<file path="src/rtl/pio_rx_pkg.sv">
package pio_rx_pkg;

   localparam int DATA_W = 32;
   localparam int KEEP_W = DATA_W / 8;
   localparam int PORT_W = 8;
   localparam int USER_W = 2 * PORT_W;
   localparam int CNT_W  = $clog2(KEEP_W + 1);

   // register selectors, taken from byte offset bits 3:2
   localparam logic [1:0] SEL_DATA = 2'd0;
   localparam logic [1:0] SEL_META = 2'd1;
   localparam logic [1:0] SEL_LEN  = 2'd2;

   typedef struct packed {
      logic              first;
      logic              last;
      logic [PORT_W-1:0] dport;
      logic [PORT_W-1:0] sport;
      logic [KEEP_W-1:0] keep;
      logic [DATA_W-1:0] data;
   } beat_t;

   localparam int BEAT_W = $bits(beat_t);

   function automatic logic [CNT_W-1:0] keep_ones(input logic [KEEP_W-1:0] k);
      logic [CNT_W-1:0] n;
      n = '0;
      for (int i = 0; i < KEEP_W; i++) n = n + CNT_W'(k[i]);
      return n;
   endfunction

endpackage

</file>
<file path="src/rtl/rx_sync_fifo.sv">
module rx_sync_fifo #(
   parameter int WIDTH = 8,
   parameter int DEPTH = 8,
   localparam int AW = $clog2(DEPTH)
) (
   input  logic             clk,
   input  logic             rst_n,
   input  logic             push,
   input  logic [WIDTH-1:0] wdata,
   input  logic             pop,
   output logic [WIDTH-1:0] head,
   output logic             empty,
   output logic             full,
   output logic [AW:0]      count
);
   logic [WIDTH-1:0] mem [DEPTH];
   logic [AW-1:0]    wp_q, rp_q;
   logic [AW:0]      cnt_q;
   logic             do_push, do_pop;

   assign full    = (cnt_q == (AW+1)'(DEPTH));
   assign empty   = (cnt_q == '0);
   assign do_push = push && !full;
   assign do_pop  = pop && !empty;
   assign head    = mem[rp_q];
   assign count   = cnt_q;

   always_ff @(posedge clk) begin
      if (!rst_n) begin
         wp_q  <= '0;
         rp_q  <= '0;
         cnt_q <= '0;
      end else begin
         if (do_push) wp_q <= wp_q + 1'b1;
         if (do_pop)  rp_q <= rp_q + 1'b1;
         cnt_q <= cnt_q + (AW+1)'(do_push) - (AW+1)'(do_pop);
      end
   end

   always_ff @(posedge clk) begin
      if (do_push) mem[wp_q] <= wdata;
   end
endmodule

</file>
<file path="src/rtl/rx_frame_len.sv">
module rx_frame_len
   import pio_rx_pkg::*;
#(
   parameter int LEN_W = 16
) (
   input  logic              clk,
   input  logic              rst_n,
   input  logic              beat_ok,
   input  logic [KEEP_W-1:0] keep,
   input  logic              last,
   output logic              first,
   output logic              len_push,
   output logic [LEN_W-1:0]  len_sum
);
   logic [LEN_W-1:0] acc_q;
   logic             mid_q;

   assign first    = !mid_q;
   assign len_sum  = acc_q + LEN_W'(keep_ones(keep));
   assign len_push = beat_ok && last;

   always_ff @(posedge clk) begin
      if (!rst_n) begin
         acc_q <= '0;
         mid_q <= 1'b0;
      end else if (beat_ok) begin
         acc_q <= last ? '0 : len_sum;
         mid_q <= !last;
      end
   end
endmodule

</file>
<file path="src/rtl/rx_reg_port.sv">
module rx_reg_port
   import pio_rx_pkg::*;
#(
   parameter int LEN_W = 16
) (
   input  logic              clk,
   input  logic              rst_n,
   input  logic              rd,
   input  logic [3:0]        addr,
   input  beat_t             head,
   input  logic              head_ok,
   input  logic              len_ok,
   input  logic [LEN_W-1:0]  len_head,
   output logic [DATA_W-1:0] rdata,
   output logic              beat_pop,
   output logic              len_pop
);
   logic [DATA_W-1:0] swapped, meta_w, len_w, nxt;
   logic [DATA_W-1:0] rdata_q;
   logic              aligned;
   logic [1:0]        sel;

   for (genvar b = 0; b < KEEP_W; b++) begin : g_swap
      assign swapped[8*b +: 8] = head.data[DATA_W-8-8*b +: 8];
   end

   assign aligned = (addr[1:0] == 2'b00);
   assign sel     = addr[3:2];
   assign meta_w  = head_ok ? {head.dport, head.sport, 8'h00, head.last, 3'b000, head.keep} : '0;
   assign len_w   = (head_ok && head.first && len_ok) ? DATA_W'(len_head) : '0;

   always_comb begin
      nxt = '0;
      if (aligned) begin
         case (sel)
            SEL_DATA: nxt = head_ok ? swapped : '0;
            SEL_META: nxt = meta_w;
            SEL_LEN:  nxt = len_w;
            default:  nxt = '0;
         endcase
      end
   end

   assign beat_pop = rd && aligned && (sel == SEL_DATA) && head_ok;
   assign len_pop  = beat_pop && head.last;
   assign rdata    = rdata_q;

   always_ff @(posedge clk) begin
      if (!rst_n)  rdata_q <= '0;
      else if (rd) rdata_q <= nxt;
   end
endmodule

</file>
<file path="src/rtl/pio_rx_unpacker.sv">
module pio_rx_unpacker
   import pio_rx_pkg::*;
#(
   parameter int DEPTH        = 8,
   parameter int LEN_W        = 16,
   parameter bit HAS_LOOPBACK = 1'b1,
   localparam int FW = $clog2(DEPTH) + 1
) (
   input  logic              clk,
   input  logic              rst_n,
   input  logic              s_tvalid,
   output logic              s_tready,
   input  logic [DATA_W-1:0] s_tdata,
   input  logic [KEEP_W-1:0] s_tkeep,
   input  logic              s_tlast,
   input  logic [USER_W-1:0] s_tuser,
   input  logic              lb_tvalid,
   output logic              lb_tready,
   input  logic [DATA_W-1:0] lb_tdata,
   input  logic [KEEP_W-1:0] lb_tkeep,
   input  logic              lb_tlast,
   input  logic [USER_W-1:0] lb_tuser,
   input  logic              rx_rd,
   input  logic [3:0]        rx_addr,
   output logic [DATA_W-1:0] rx_rdata,
   input  logic              ctl_we,
   input  logic              ctl_wdata,
   output logic [DATA_W-1:0] ctl_rdata
);
   if (DEPTH < 2 || (DEPTH & (DEPTH - 1)) != 0) begin : g_bad_depth
      $error("DEPTH must be a power of two and at least 2");
   end
   if (LEN_W < CNT_W || LEN_W > DATA_W - 1) begin : g_bad_len
      $error("LEN_W out of range");
   end
   if (KEEP_W * 8 != DATA_W || 2 * PORT_W + 12 + KEEP_W > DATA_W) begin : g_bad_layout
      $error("register layout does not fit the data width");
   end

   logic              loop_en;
   logic              space;
   logic              in_valid, in_last, beat_ok;
   logic [DATA_W-1:0] in_data;
   logic [KEEP_W-1:0] in_keep;
   logic [USER_W-1:0] in_user;
   beat_t             wr_beat, hd_beat;
   logic              beat_empty, beat_full;
   logic [FW-1:0]     beat_cnt;
   logic              is_first, len_push, len_pop, beat_pop;
   logic [LEN_W-1:0]  len_sum, len_head;
   logic              len_empty, len_full;
   logic [FW-1:0]     len_cnt;

   // source selection: loop register and input mux exist only when built in
   if (HAS_LOOPBACK) begin : g_loop
      logic loop_q;
      always_ff @(posedge clk) begin
         if (!rst_n)      loop_q <= 1'b0;
         else if (ctl_we) loop_q <= ctl_wdata;
      end
      assign loop_en  = loop_q;
      assign in_valid = loop_q ? lb_tvalid : s_tvalid;
      assign in_data  = loop_q ? lb_tdata  : s_tdata;
      assign in_keep  = loop_q ? lb_tkeep  : s_tkeep;
      assign in_last  = loop_q ? lb_tlast  : s_tlast;
      assign in_user  = loop_q ? lb_tuser  : s_tuser;
   end else begin : g_noloop
      assign loop_en  = 1'b0;
      assign in_valid = s_tvalid;
      assign in_data  = s_tdata;
      assign in_keep  = s_tkeep;
      assign in_last  = s_tlast;
      assign in_user  = s_tuser;
   end

   assign space     = !beat_full;
   assign s_tready  = space && !loop_en;
   assign lb_tready = space && loop_en;
   assign beat_ok   = in_valid && space;
   assign ctl_rdata = {{(DATA_W-1){1'b0}}, loop_en};

   rx_frame_len #(.LEN_W(LEN_W)) u_len (
      .clk(clk), .rst_n(rst_n), .beat_ok(beat_ok), .keep(in_keep), .last(in_last),
      .first(is_first), .len_push(len_push), .len_sum(len_sum)
   );

   always_comb begin
      wr_beat.first = is_first;
      wr_beat.last  = in_last;
      wr_beat.dport = in_user[USER_W-1 -: PORT_W];
      wr_beat.sport = in_user[PORT_W-1:0];
      wr_beat.keep  = in_keep;
      wr_beat.data  = in_data;
   end

   rx_sync_fifo #(.WIDTH(BEAT_W), .DEPTH(DEPTH)) u_beats (
      .clk(clk), .rst_n(rst_n), .push(beat_ok), .wdata(wr_beat), .pop(beat_pop),
      .head(hd_beat), .empty(beat_empty), .full(beat_full), .count(beat_cnt)
   );

   rx_sync_fifo #(.WIDTH(LEN_W), .DEPTH(DEPTH)) u_lens (
      .clk(clk), .rst_n(rst_n), .push(len_push), .wdata(len_sum), .pop(len_pop),
      .head(len_head), .empty(len_empty), .full(len_full), .count(len_cnt)
   );

   rx_reg_port #(.LEN_W(LEN_W)) u_regs (
      .clk(clk), .rst_n(rst_n), .rd(rx_rd), .addr(rx_addr), .head(hd_beat),
      .head_ok(!beat_empty), .len_ok(!len_empty), .len_head(len_head),
      .rdata(rx_rdata), .beat_pop(beat_pop), .len_pop(len_pop)
   );
endmodule

</file>
<file path="config.mk">
export PLATFORM = sky130hd
export DESIGN_NAME = pio_rx_unpacker
export DESIGN_NICKNAME = d
export VERILOG_FILES = /design/src/rtl/pio_rx_pkg.sv /design/src/rtl/rx_sync_fifo.sv /design/src/rtl/rx_frame_len.sv /design/src/rtl/rx_reg_port.sv /design/src/rtl/pio_rx_unpacker.sv
export SDC_FILE = /design/constraint.sdc
export NUM_CORES = 1
export LEC_CHECK = 0
export BUFFER_PORTS_ARGS = -buffer_cell sky130_fd_sc_hd__buf_2
export CAP_MARGIN = 20
export CORE_MARGIN = 10
export CORE_UTILIZATION = 52
export DETAILED_ROUTE_END_ITERATION = 8
export PLACE_DENSITY = 0.7
export SLEW_MARGIN = 5
export SYNTH_ARGS = -nofsm -noshare
export SYNTH_HDL_FRONTEND = slang
export SYNTH_SLANG_ARGS = --single-unit
</file>
<file path="constraint.sdc">
create_clock -name clk -period 14.1 [get_ports clk]
set_input_delay 2.115 -clock clk [delete_from_list [all_inputs] [get_ports clk]]
set_output_delay 2.115 -clock clk [all_outputs]
set_load 0.01 [all_outputs]
</file>
==> summary.txt, run 1 <==
Post-synth EDFFs = 560
Synth Flop Type = edfxtp_1
I/O pins = 183
H-tree depth = 2
leakage power = 9.56 nW
Critical Path Fanout Max = 9
area leader, netlist = edfxtp_1
vias per inst = 5.78
gr usage total = 18.1%
Synth cell types = 57
sequential fraction of design power = 52.8%
largest net degree at the start of global routing = 66
asr flop ratio synth = 0%
die height = 242 um
CP delay by family, top = adder cells
CP endpoint kind = flip-flop
Seq/Total Area, Yosys = 71.7%
initial antenna violation count = 0
Pint = 3.24 mW
fmax = 197 MHz
Max Root-Sink Buffers = 3
TritonCTS clock tree = built
Sw Pwr = 0.940 mW
Top cell by count, worst path = inv_1
Mean Syn Cell Area = 18.9 sq um
Nets = 1,664
RSZ-0062 raised after global routing = false
die width = 242 um
first-pass GRT wire length = 82,000 um
Skew-Pair Late Insertion Delay = 620 ps
minimum clock period = 5080 ps
Crit-path slowest cell = xor2_1
Final Hold Fails = 0
Sink Count = 636
number of global-route vias before repair = 13,500
Switching Fraction = 22.5%
Synth Cell Area = 0.0256 sq mm
Total Wirelength = 53,600 um
Port-buffer cells = 151
leading post-synthesis cells by cell area = edfxtp_1, mux4_2, dfxtp_1
routed vias = 12,900
#FFs+latches synth = 636
final setup margin = 9020 ps
CP Launch Type = primary input
Final setup viols = 0
dpl ws = 8520 ps
max-cap viol count = 0
Hold WC Path Type = reg -> reg
status = finished, final reports clean
Layout Skew = 16.3 ps
fin. max-slew vios = 0
Post-CTS Setup Repair Bufs = 0
Worst Path Arrival = 5420 ps
worst-path cell chain = buf_2 -> mux2_2 -> ha_1 -> inv_1 -> fa_1 -> inv_1 -> ha_1 -> inv_1 -> fa_1 -> nor2b_1 -> o21ai_0 -> nor2_1 -> xor2_1
router iterations before antenna repair = 5
pwr/cell area = 144 mW/mm^2
DP Cell Count = 2,120
WP buf/inv = 4
most common cell in the netlist = edfxtp_1
Post-Layout Cell Count = 2,237
CTS root buf = clkbuf_16
normalized max-slew margin = 23.5%
Yosys top cell area share = 65.7%
Design Power = 4.18 mW
1st-iter DRT viols = 1,166
grt ovf = 0
DRC errors left = 0
area added between synthesis and finish = 13.5%
WP data required = 14,440 ps
CTS Buf Count = 60
share of layout cells above drive strength 1 = 31.3%
Combinational Power Share = 8.9%
Worst-Margin Slew = 1150 ps
die area = 0.0585 sq mm
ANT cells = 0
Post-DP HPWL = 32,100 um
Largest stage delay, worst path = 460 ps
Clock power frac = 38.3%
CTS clk-pin slew, worst paths = 60 ps
Setup CP Type = in -> reg
core footprint = 0.0487 sq mm
Post-synth top cells = edfxtp_1, mux4_2, dfxtp_1
CTS resizes = 0
Tcrit/Tclk final = 36.0%
VDD IR max = 0.0981 mV
Starting Density = 52.5%
Core Rows = 81
Final TNS setup = 0 ps
post-route ant nets = 0
Synthesis Warnings = 0
Placer Congestion = 0.777
CTS Hold Bufs = 0
Cells after Synth = 1,357
drt wl/cell = 24.0 um
==> kinds of logic after synthesis <==
kind of cell	share of synthesized area (%)
compound gates	2.88
mux	17.5
flops	71.7
other cells	0.0147
xor+xnor	0.856
fa+ha+maj	1.34
buf+inv	2.82
simple gates	2.94
==> layout make-up <==
| class | count | area [sq um] |
|---|---|---|
| clock buffers | 80 | 1680 |
| clock inverters | 33 | 307 |
| fillers | 3492 | 19700 |
| inverters | 39 | 149 |
| multi-input cells | 611 | 6760 |
| flip-flops and latches | 636 | 18400 |
| well taps | 664 | 831 |
| repair buffers | 174 | 971 |
==> per-stage QoR <==
step / utilization [%] / instance area, sq um / hold WS [ps]
2_1_floorplan: - / 25700 / 436
3_3_place_gp: 55.4 / 27000 / 433
6_report: 59.6 / 29000 / 451
3_5_place_dp: 55.4 / 27000 / 436
4_1_cts: 59.4 / 29000 / 450
5_1_grt: 59.6 / 29000 / 463
==> metal layers <==
metal | GRT usage (%) | vias up | part of all wire, %
met5 | 0 | - | 0
met4 | 4.61 | 0 | 1.8
met3 | 3.23 | 75 | 5.1
met2 | 29.8 | 402 | 49
met1 | 24.8 | 6758 | 44
li1 | - | 5687 | -
==> final timing paths <==
path,from,endpoint,slack (ps),depth (start not counted)
hold / removal,u_regs.rdata[19],u_regs.rdata[19],450,1
hold reg to reg,u_regs.rdata[19],u_regs.rdata[19],450,1
setup reg to reg,g_loop.loop_q,u_lens.mem[6][12],9350,13
setup / recovery,lb_tkeep[0],u_lens.mem[6][12],9020,13
==> flip-flops by register name (all words and copies together), names as in the netlist, named ones only <==
signal         count
g_loop.loop_q      1
u_beats.count      4
u_beats.mem      432
u_beats.rp_q       3
u_beats.wp_q       3
u_len.acc_q       16
u_len.mid_q        1
u_lens.count       4
u_lens.mem       128
u_lens.rp_q        3
u_lens.wp_q        3
u_regs.rdata      32
==> cells in the final DEF, fill, tap and decap left out, types with 18 or more instances in the layout <==
cell type / n
clkbuf_16: 63
dfxtp_1: 70
o22ai_1: 23
inv_1: 38
mux2i_1: 73
mux4_2: 135
a21o_1: 21
a21oi_1: 19
nand2_1: 47
edfxtp_1: 560
o21ai_0: 18
buf_4: 19
xnor2_1: 18
buf_2: 151
mux2_2: 60
conb_1: 31
nor2_1: 33
ha_1: 21
==> power groups by stage <==
stage                     Clock [mW]  Sequential (mW)  Combinational, mW
after floorplan                    0             2.24              0.251
after global placement             0             2.24              0.368
after detailed placement           0             2.25              0.375
after CTS                       1.63             2.21              0.377
after global routing            1.71             2.22              0.406
final                           1.60             2.21              0.373
Power figures use the tool's default switching activity.
==> inputs of run 2 (changes only) <==
==> constraint.sdc (replaced) <==
create_clock -name clk -period 5.1 [get_ports clk]
set_input_delay 0.765 -clock clk [delete_from_list [all_inputs] [get_ports clk]]
set_output_delay 0.765 -clock clk [all_outputs]
set_load 0.01 [all_outputs]
==> summary.txt, run 2 (same netlist as run 1, synthesis figures left out) <==
fin. max-slew vios = 0 (unchanged)
Max Root-Sink Buffers = 3 (unchanged)
Port-buffer cells = 151 (unchanged)
largest net degree at the start of global routing = 84 (was 66)
Sw Pwr = 2.64 mW (was 0.940 mW)
Core Rows = 81 (unchanged)
routed vias = 13,000 (was 12,900)
share of layout cells above drive strength 1 = 31.9% (was 31.3%)
status = finished, final reports clean (unchanged)
Largest stage delay, worst path = 560 ps (was 460 ps)
max reg flops = 432 (unchanged)
CP delay by family, top = adder cells (unchanged)
max-cap viol count = 0 (unchanged)
fill count = 3,477 (was 3,492)
M1 GR Usage = 25.2% (was 24.8%)
Post-CTS Setup Repair Bufs = 0 (unchanged)
most frequent cells in the layout = edfxtp_1, buf_2, mux4_2 (unchanged)
CP endpoint kind = flip-flop (unchanged)
vias per inst = 5.77 (was 5.78)
I/O pins = 183 (unchanged)
WP buf/inv = 3 (was 4)
Layout Skew = 32.3 ps (was 16.3 ps)
crit path from = g_loop.loop_q (was lb_tkeep[0])
Combinational Power Share = 9.1% (was 8.9%)
minimum clock period = 4210 ps
CTS root buf = clkbuf_16 (unchanged)
Critical Path Fanout Max = 18 (was 9)
grt ovf = 0 (unchanged)
commonest non-fill, non-tap cell in the layout = edfxtp_1 (unchanged)
Skew-Pair Late Insertion Delay = 640 ps (was 620 ps)
die width = 242 um (unchanged)
GR peak layer = met2 (unchanged)
DRC errors left = 0 (unchanged)
H-tree depth = 2 (unchanged)
final instance area = 0.0292 sq mm (was 0.0290 sq mm)
Final TNS setup = 0 ps (unchanged)
CP Launch Type = flip-flop (was primary input)
CTS clk-pin slew, worst paths = 60 ps (about the same)
Finished Core Util = 59.9% (was 59.6%)
Switching Fraction = 22.6% (was 22.5%)
worst-path cell chain = mux2_2 -> ha_1 -> inv_1 -> fa_1 -> inv_1 -> ha_1 -> inv_1 -> fa_1 -> nor2b_1 -> o2111ai_1 -> xnor2_1 (was buf_2 -> mux2_2 -> ha_1 -> inv_1 -> fa_1 -> inv_1 -> ha_1 -> inv_1 -> fa_1 -> nor2b_1 -> o21ai_0 -> nor2_1 -> xor2_1)
normalized max-slew margin = 28.0% (was 23.5%)
most flop-heavy register = u_beats.mem (unchanged)
area added between synthesis and finish = 14.2% (was 13.5%)
CTS Buf Count = 60 (unchanged)
Hold WC Path Type = in -> reg (was reg -> reg)
Crit-path slowest cell = xnor2_1 (was xor2_1)
Final setup viols = 0 (unchanged)
Worst-Margin Slew = 1080 ps (was 1150 ps)
fmax = 238 MHz
initial antenna violation count = 0 (unchanged)
drt wl/cell = 24.4 um (was 24.0 um)
RSZ-0062 raised after global routing = false (unchanged)
WP data required = 5450 ps (was 14,440 ps)
Post-DP HPWL = 33,100 um (was 32,100 um)
Sink Count = 636 (unchanged)
1st-iter DRT viols = 1,116 (was 1,166)
Total Wirelength = 54,900 um (was 53,600 um)
router iterations before antenna repair = 5 (unchanged)
placed cell areas = 0.0271 sq mm (was 0.0270 sq mm)
pwr/cell area = 401 mW/mm^2 (was 144 mW/mm^2)
Starting Density = 52.5% (unchanged)
Nets = 1,675 (was 1,664)
CTS resizes = 0 (unchanged)
number of global-route vias before repair = 13,700 (was 13,500)
Pint = 9.07 mW (was 3.24 mW)
CTS Hold Bufs = 0 (unchanged)
first-pass GRT wire length = 83,700 um (was 82,000 um)
die height = 242 um (unchanged)
Tcrit/Tclk final = 82.5%
grt met3 use = 3.67% (was 3.23%)
sequential fraction of design power = 52.1% (was 52.8%)
Top cell by count, worst path = inv_1 (unchanged)
core footprint = 0.0487 sq mm (unchanged)
Setup CP Type = reg -> reg (was in -> reg)
Design Power = 11.7 mW (was 4.18 mW)
post-route ant nets = 0 (unchanged)
VDD IR max = 0.288 mV (was 0.0981 mV)
Final Hold Fails = 0 (unchanged)
Clock power frac = 38.8% (was 38.3%)
Placer Congestion = 0.782 (was 0.777)
Worst Path Arrival = 4550 ps (was 5420 ps)
gr usage total = 18.6% (was 18.1%)
Crit Reg-Reg Startpoint = g_loop.loop_q (unchanged)
leakage power = 9.62 nW (was 9.56 nW)
TritonCTS clock tree = built (unchanged)
Hold Path Origin = ctl_wdata (was u_regs.rdata[19])
ANT cells = 0 (unchanged)
die area = 0.0585 sq mm (unchanged)
M2 GR Usage = 30.0% (was 29.8%)
==> run 2: changes by cell type in the layout (fill, tap and decap cells not counted), sizes merged <==
cell / before / now
buf: 174 / 185
clkinv: 24 / 23
clkbuf: 80 / 82
inv: 41 / 39
bufinv: 5 / 6
==> run 2: worst paths after layout <==
| check | endpoint | slack [ps] | cells after the start |
|---|---|---|---|
| min | g_loop.loop_q | 410 | 3 |
| min reg2reg | u_regs.rdata[27] | 460 | 1 |
| max reg2reg | u_lens.mem[1][10] | 890 | 11 |
| max | u_lens.mem[1][10] | 890 | 11 |
==> run 2: tightest hold or removal path, cell delays in order <==
cell and delay [ps]:
buf_2 70, mux2i_1 60, nor2_1 80
==> run 2: power groups by stage <==
stage / Sequential (mW) / Combinational (mW) / Clock, mW
floorplan: 6.19 / 0.698 / 0
global placement: 6.20 / 1.03 / 0
detailed placement: 6.22 / 1.06 / 0
CTS: 6.11 / 1.07 / 4.62
global route: 6.13 / 1.16 / 4.82
finish: 6.11 / 1.06 / 4.54
==> run 2: final cells by class <==
class                      instances  area [sq um]  share of cell area, %
sequential                       636         18400                   62.8
multi-input combinational        611          6770                   23.2
clock buffer                      82          1710                   5.84
timing repair buffer             185          1050                   3.61
tap                              664           831                   2.84
clock inverter                    31           350                   1.20
inverter                          39           149                  0.510
==> run 2: layer usage <==
metal / vias up / share of wire (%)
met5: - / 0
met4: 0 / 2.3
met3: 72 / 7.4
met2: 469 / 48
met1: 6720 / 42
li1: 5708 / -
==> run 2: stage by stage <==
stage | hold slack (ps) | setup slack [ps] | cells
2_1_floorplan | 436 | -976 | 1387
3_3_place_gp | 434 | 894 | 2131
3_5_place_dp | 437 | 718 | 2133
4_1_cts | 383 | 935 | 2246
5_1_grt | 417 | 666 | 2248
6_report | 409 | 891 | 2248
==> inputs of run 3 (changes only) <==
--- a/config.mk
+++ b/config.mk
@@ -5,12 +5,13 @@
 export SDC_FILE = /design/constraint.sdc
 export NUM_CORES = 1
 export LEC_CHECK = 0
+export ABC_AREA = 1
 export BUFFER_PORTS_ARGS = -buffer_cell sky130_fd_sc_hd__buf_2
 export CAP_MARGIN = 20
 export CORE_MARGIN = 10
 export CORE_UTILIZATION = 52
 export DETAILED_ROUTE_END_ITERATION = 8
-export PLACE_DENSITY = 0.7
+export PLACE_DENSITY = 0.73
 export SLEW_MARGIN = 5
 export SYNTH_ARGS = -nofsm -noshare
 export SYNTH_HDL_FRONTEND = slang
==> constraint.sdc (replaced) <==
create_clock -name clk -period 3.8 [get_ports clk]
set_input_delay 0.57 -clock clk [delete_from_list [all_inputs] [get_ports clk]]
set_output_delay 0.57 -clock clk [all_outputs]
set_load 0.01 [all_outputs]
==> summary.txt, run 3 <==
Sink Count = 636 (unchanged)
minimum clock period = 3500 ps (was 4210 ps)
die width = 248 um (was 242 um)
I/O pins = 183 (unchanged)
Starting Density = 52.6% (was 52.5%)
Worst Path Arrival = 4020 ps (was 4550 ps)
Post-synth EDFFs = 560 (unchanged)
Yosys top cell area share = 62.2% (was 65.7%)
Synth cell types = 31 (was 57)
Skew-Pair Late Insertion Delay = 610 ps (was 640 ps)
max reg flops = 432 (unchanged)
normalized max-slew margin = 27.8% (was 28.0%)
die area = 0.0615 sq mm (was 0.0585 sq mm)
CP Launch Type = flip-flop (unchanged)
CP endpoint kind = flip-flop (unchanged)
Crit Reg-Reg Endpoint = u_len.acc_q[14] (was u_lens.mem[1][10])
final hold slack = 218 ps (was 409 ps)
Critical Path Fanout Max = 10 (was 18)
commonest non-fill, non-tap cell in the layout = edfxtp_1 (unchanged)
post-route ant nets = 0 (unchanged)
router iterations before antenna repair = 6 (was 5)
Setup CP Type = reg -> reg (unchanged)
Port-buffer cells = 151 (unchanged)
H-tree depth = 3 (was 2)
Hold WC Path Type = in -> reg (unchanged)
leading post-synthesis cells by cell area = edfxtp_1, nand2_1, nor2_1 (was edfxtp_1, mux4_2, dfxtp_1)
Design Power = 16.2 mW (was 11.7 mW)
Total Wirelength = 66,200 um (was 54,900 um)
Cells after Synth = 2,533 (was 1,357)
number of global-route vias before repair = 18,400 (was 13,700)
Post-synth top cells = edfxtp_1, nand2_1, nor2_1 (was edfxtp_1, mux4_2, dfxtp_1)
Multi-input gate area = 0.00736 sq mm (was 0.00677 sq mm)
Synthesis Warnings = 0 (unchanged)
Placer Congestion = 0.810 (was 0.782)
final setup margin = 301 ps (was 891 ps)
first-pass GRT wire length = 102,000 um (was 83,700 um)
Hold Path Depth = 3 (unchanged)
WHS Endpoint = g_loop.loop_q (unchanged)
Crit Reg-Reg Startpoint = g_loop.loop_q (unchanged)
CTS Buf Count = 66 (was 60)
routed vias = 18,700 (was 13,000)
fill count = 4,026 (was 3,477)
Final Hold Fails = 0 (unchanged)
largest net degree at the start of global routing = 213 (was 84)
RSZ-0062 raised after global routing = false (unchanged)
status = finished, final reports clean (unchanged)
area leader, netlist = edfxtp_1 (unchanged)
grt ovf = 0 (unchanged)
WP data required = 4320 ps (was 5450 ps)
Max Root-Sink Buffers = 3 (unchanged)
R2R setup slack = 300 ps (was 890 ps)
Finished Core Util = 59.3% (was 59.9%)
Synth Cell Area = 0.0270 sq mm (was 0.0256 sq mm)
R2R depth = 17 (was 11)
core footprint = 0.0514 sq mm (was 0.0487 sq mm)
most flop-heavy register = u_beats.mem (unchanged)
#FFs+latches synth = 636 (unchanged)
1st-iter DRT viols = 1,918 (was 1,116)
TritonCTS clock tree = built (unchanged)
Nets = 2,814 (was 1,675)
Synth Flop Type = edfxtp_1 (unchanged)
Mean Syn Cell Area = 10.7 sq um (was 18.9 sq um)
Hold Path Origin = ctl_wdata (unchanged)
DRC errors left = 0 (unchanged)
Post-DP HPWL = 38,900 um (was 33,100 um)
fmax = 286 MHz (was 238 MHz)
Tcrit/Tclk final = 92.1% (was 82.5%)
Final setup viols = 0 (unchanged)
vias per inst = 5.50 (was 5.77)
fin. max-slew vios = 0 (unchanged)
Final TNS setup = 0 ps (unchanged)
drt wl/cell = 19.4 um (was 24.4 um)
most frequent cells in the layout = edfxtp_1, nand2_1, nor2_1 (was edfxtp_1, buf_2, mux4_2)
asr flop ratio synth = 0% (unchanged)
most common cell in the netlist = edfxtp_1 (unchanged)
initial antenna violation count = 1 (was 0)
max-cap viol count = 0 (unchanged)
CTS clk-pin slew, worst paths = 60 ps (about the same)
dpl ws = 73.9 ps (was 718 ps)
gr usage total = 21.3% (was 18.6%)
Core Rows = 83 (was 81)
area added between synthesis and finish = 12.8% (was 14.2%)
die height = 248 um (was 242 um)
sequential cell area = 0.0183 sq mm (was 0.0184 sq mm)
leakage power = 11.6 nW (was 9.62 nW)
share of layout cells above drive strength 1 = 12.6% (was 31.9%)
Layout Skew = 24.3 ps (was 32.3 ps)
pwr/cell area = 532 mW/mm^2 (was 401 mW/mm^2)
Worst-Margin Slew = 1080 ps (about the same)
VDD IR max = 0.329 mV (was 0.288 mV)
CTS root buf = clkbuf_16 (unchanged)
Seq/Total Area, Yosys = 67.9% (was 71.7%)
## run 3: cell types whose count changed after synthesis, moves of 51 or more
| cell | delta |
|---|---|
| clkbuf_1 | +51 |
| mux4_2 | -135 |
| nor2_1 | +380 |
| mux2_2 | -60 |
| o21ai_0 | +177 |
| o211ai_1 | +84 |
| nand2_1 | +510 |
| nand3_1 | +145 |
| mux2i_1 | -73 |
| inv_1 | +116 |
## run 3: cell families after synthesis
| group | Yosys count | synth area share, % |
|---|---|---|
| simple gates | 1163 | 17.2 |
| flops | 636 | 67.9 |
| compound gates | 374 | 7.75 |
| buf+inv | 324 | 5.56 |
| fa+ha+maj | 25 | 1.27 |
| xor+xnor | 10 | 0.324 |
| other cells | 1 | 0.0139 |
## run 3: how the worst max path moves through the flow
stage                        startpoint           endpoint  slack [ps]  depth (start not counted)
after floorplan                s_tvalid  u_beats.mem[0][0]          60                          6
after global placement      lb_tkeep[0]    u_len.acc_q[14]         200                         18
after detailed placement    lb_tkeep[0]    u_len.acc_q[14]          70                         18
after CTS                 g_loop.loop_q    u_len.acc_q[11]         250                         17
after global routing      g_loop.loop_q    u_len.acc_q[14]          60                         18
final                     g_loop.loop_q    u_len.acc_q[14]         300                         17
## run 3: area by class of cell
type | count | area share, %
multi-input cells | 1603 | 24.2
well taps | 680 | 2.79
repair buffers | 207 | 3.98
flip-flops and latches | 636 | 60.2
inverters | 158 | 1.96
diodes | 1 | 0.00821
clock inverters | 21 | 0.788
clock buffers | 101 | 6.08
## run 3: metrics by stage
step	cells	area, sq um
4_1_cts	3406	30500
3_5_place_dp	3284	28400
3_3_place_gp	3284	28400
2_1_floorplan	2563	27100
6_report	3407	30500
5_1_grt	3406	30500
## run 3: worst max-delay path, stage by stage (launching register included)
cell	delay, ps
dfxtp_2	350
buf_4	170
o21ai_0	170
buf_4	180
inv_1	70
fa_1	480
inv_1	70
ha_1	160
inv_1	60
fa_1	420
inv_1	80
nand2_1	50
nand2_1	90
and3_1	250
nand2_1	90
xor2_1	450
nand2_1	110
a21oi_1	150
## run 3: timing repair
item / 4_1_cts / 5_1_grt
resized for setup: 0 / 1
buffers inserted: 0 / 0
hold buffers: 0 / 0
setup endpoints to repair: 0 / 1
## run 3: routing by layer
| layer | share of wire (%) | GRT usage [%] |
|---|---|---|
| met1 | 40 | 27.0 |
| met2 | 50 | 36.1 |
| met3 | 7.6 | 3.62 |
| met4 | 2.9 | 8.25 |
| met5 | 0 | 0 |
## run 3: where the power goes
group          leakage [nW]  total (mW)  internal, mW  switching [mW]
sequential             5.69        8.25          8.14           0.115
combinational          4.91        1.75         0.479            1.27
clock                  1.02        6.21          3.56            2.66
total                  11.6        16.2          12.2            4.04
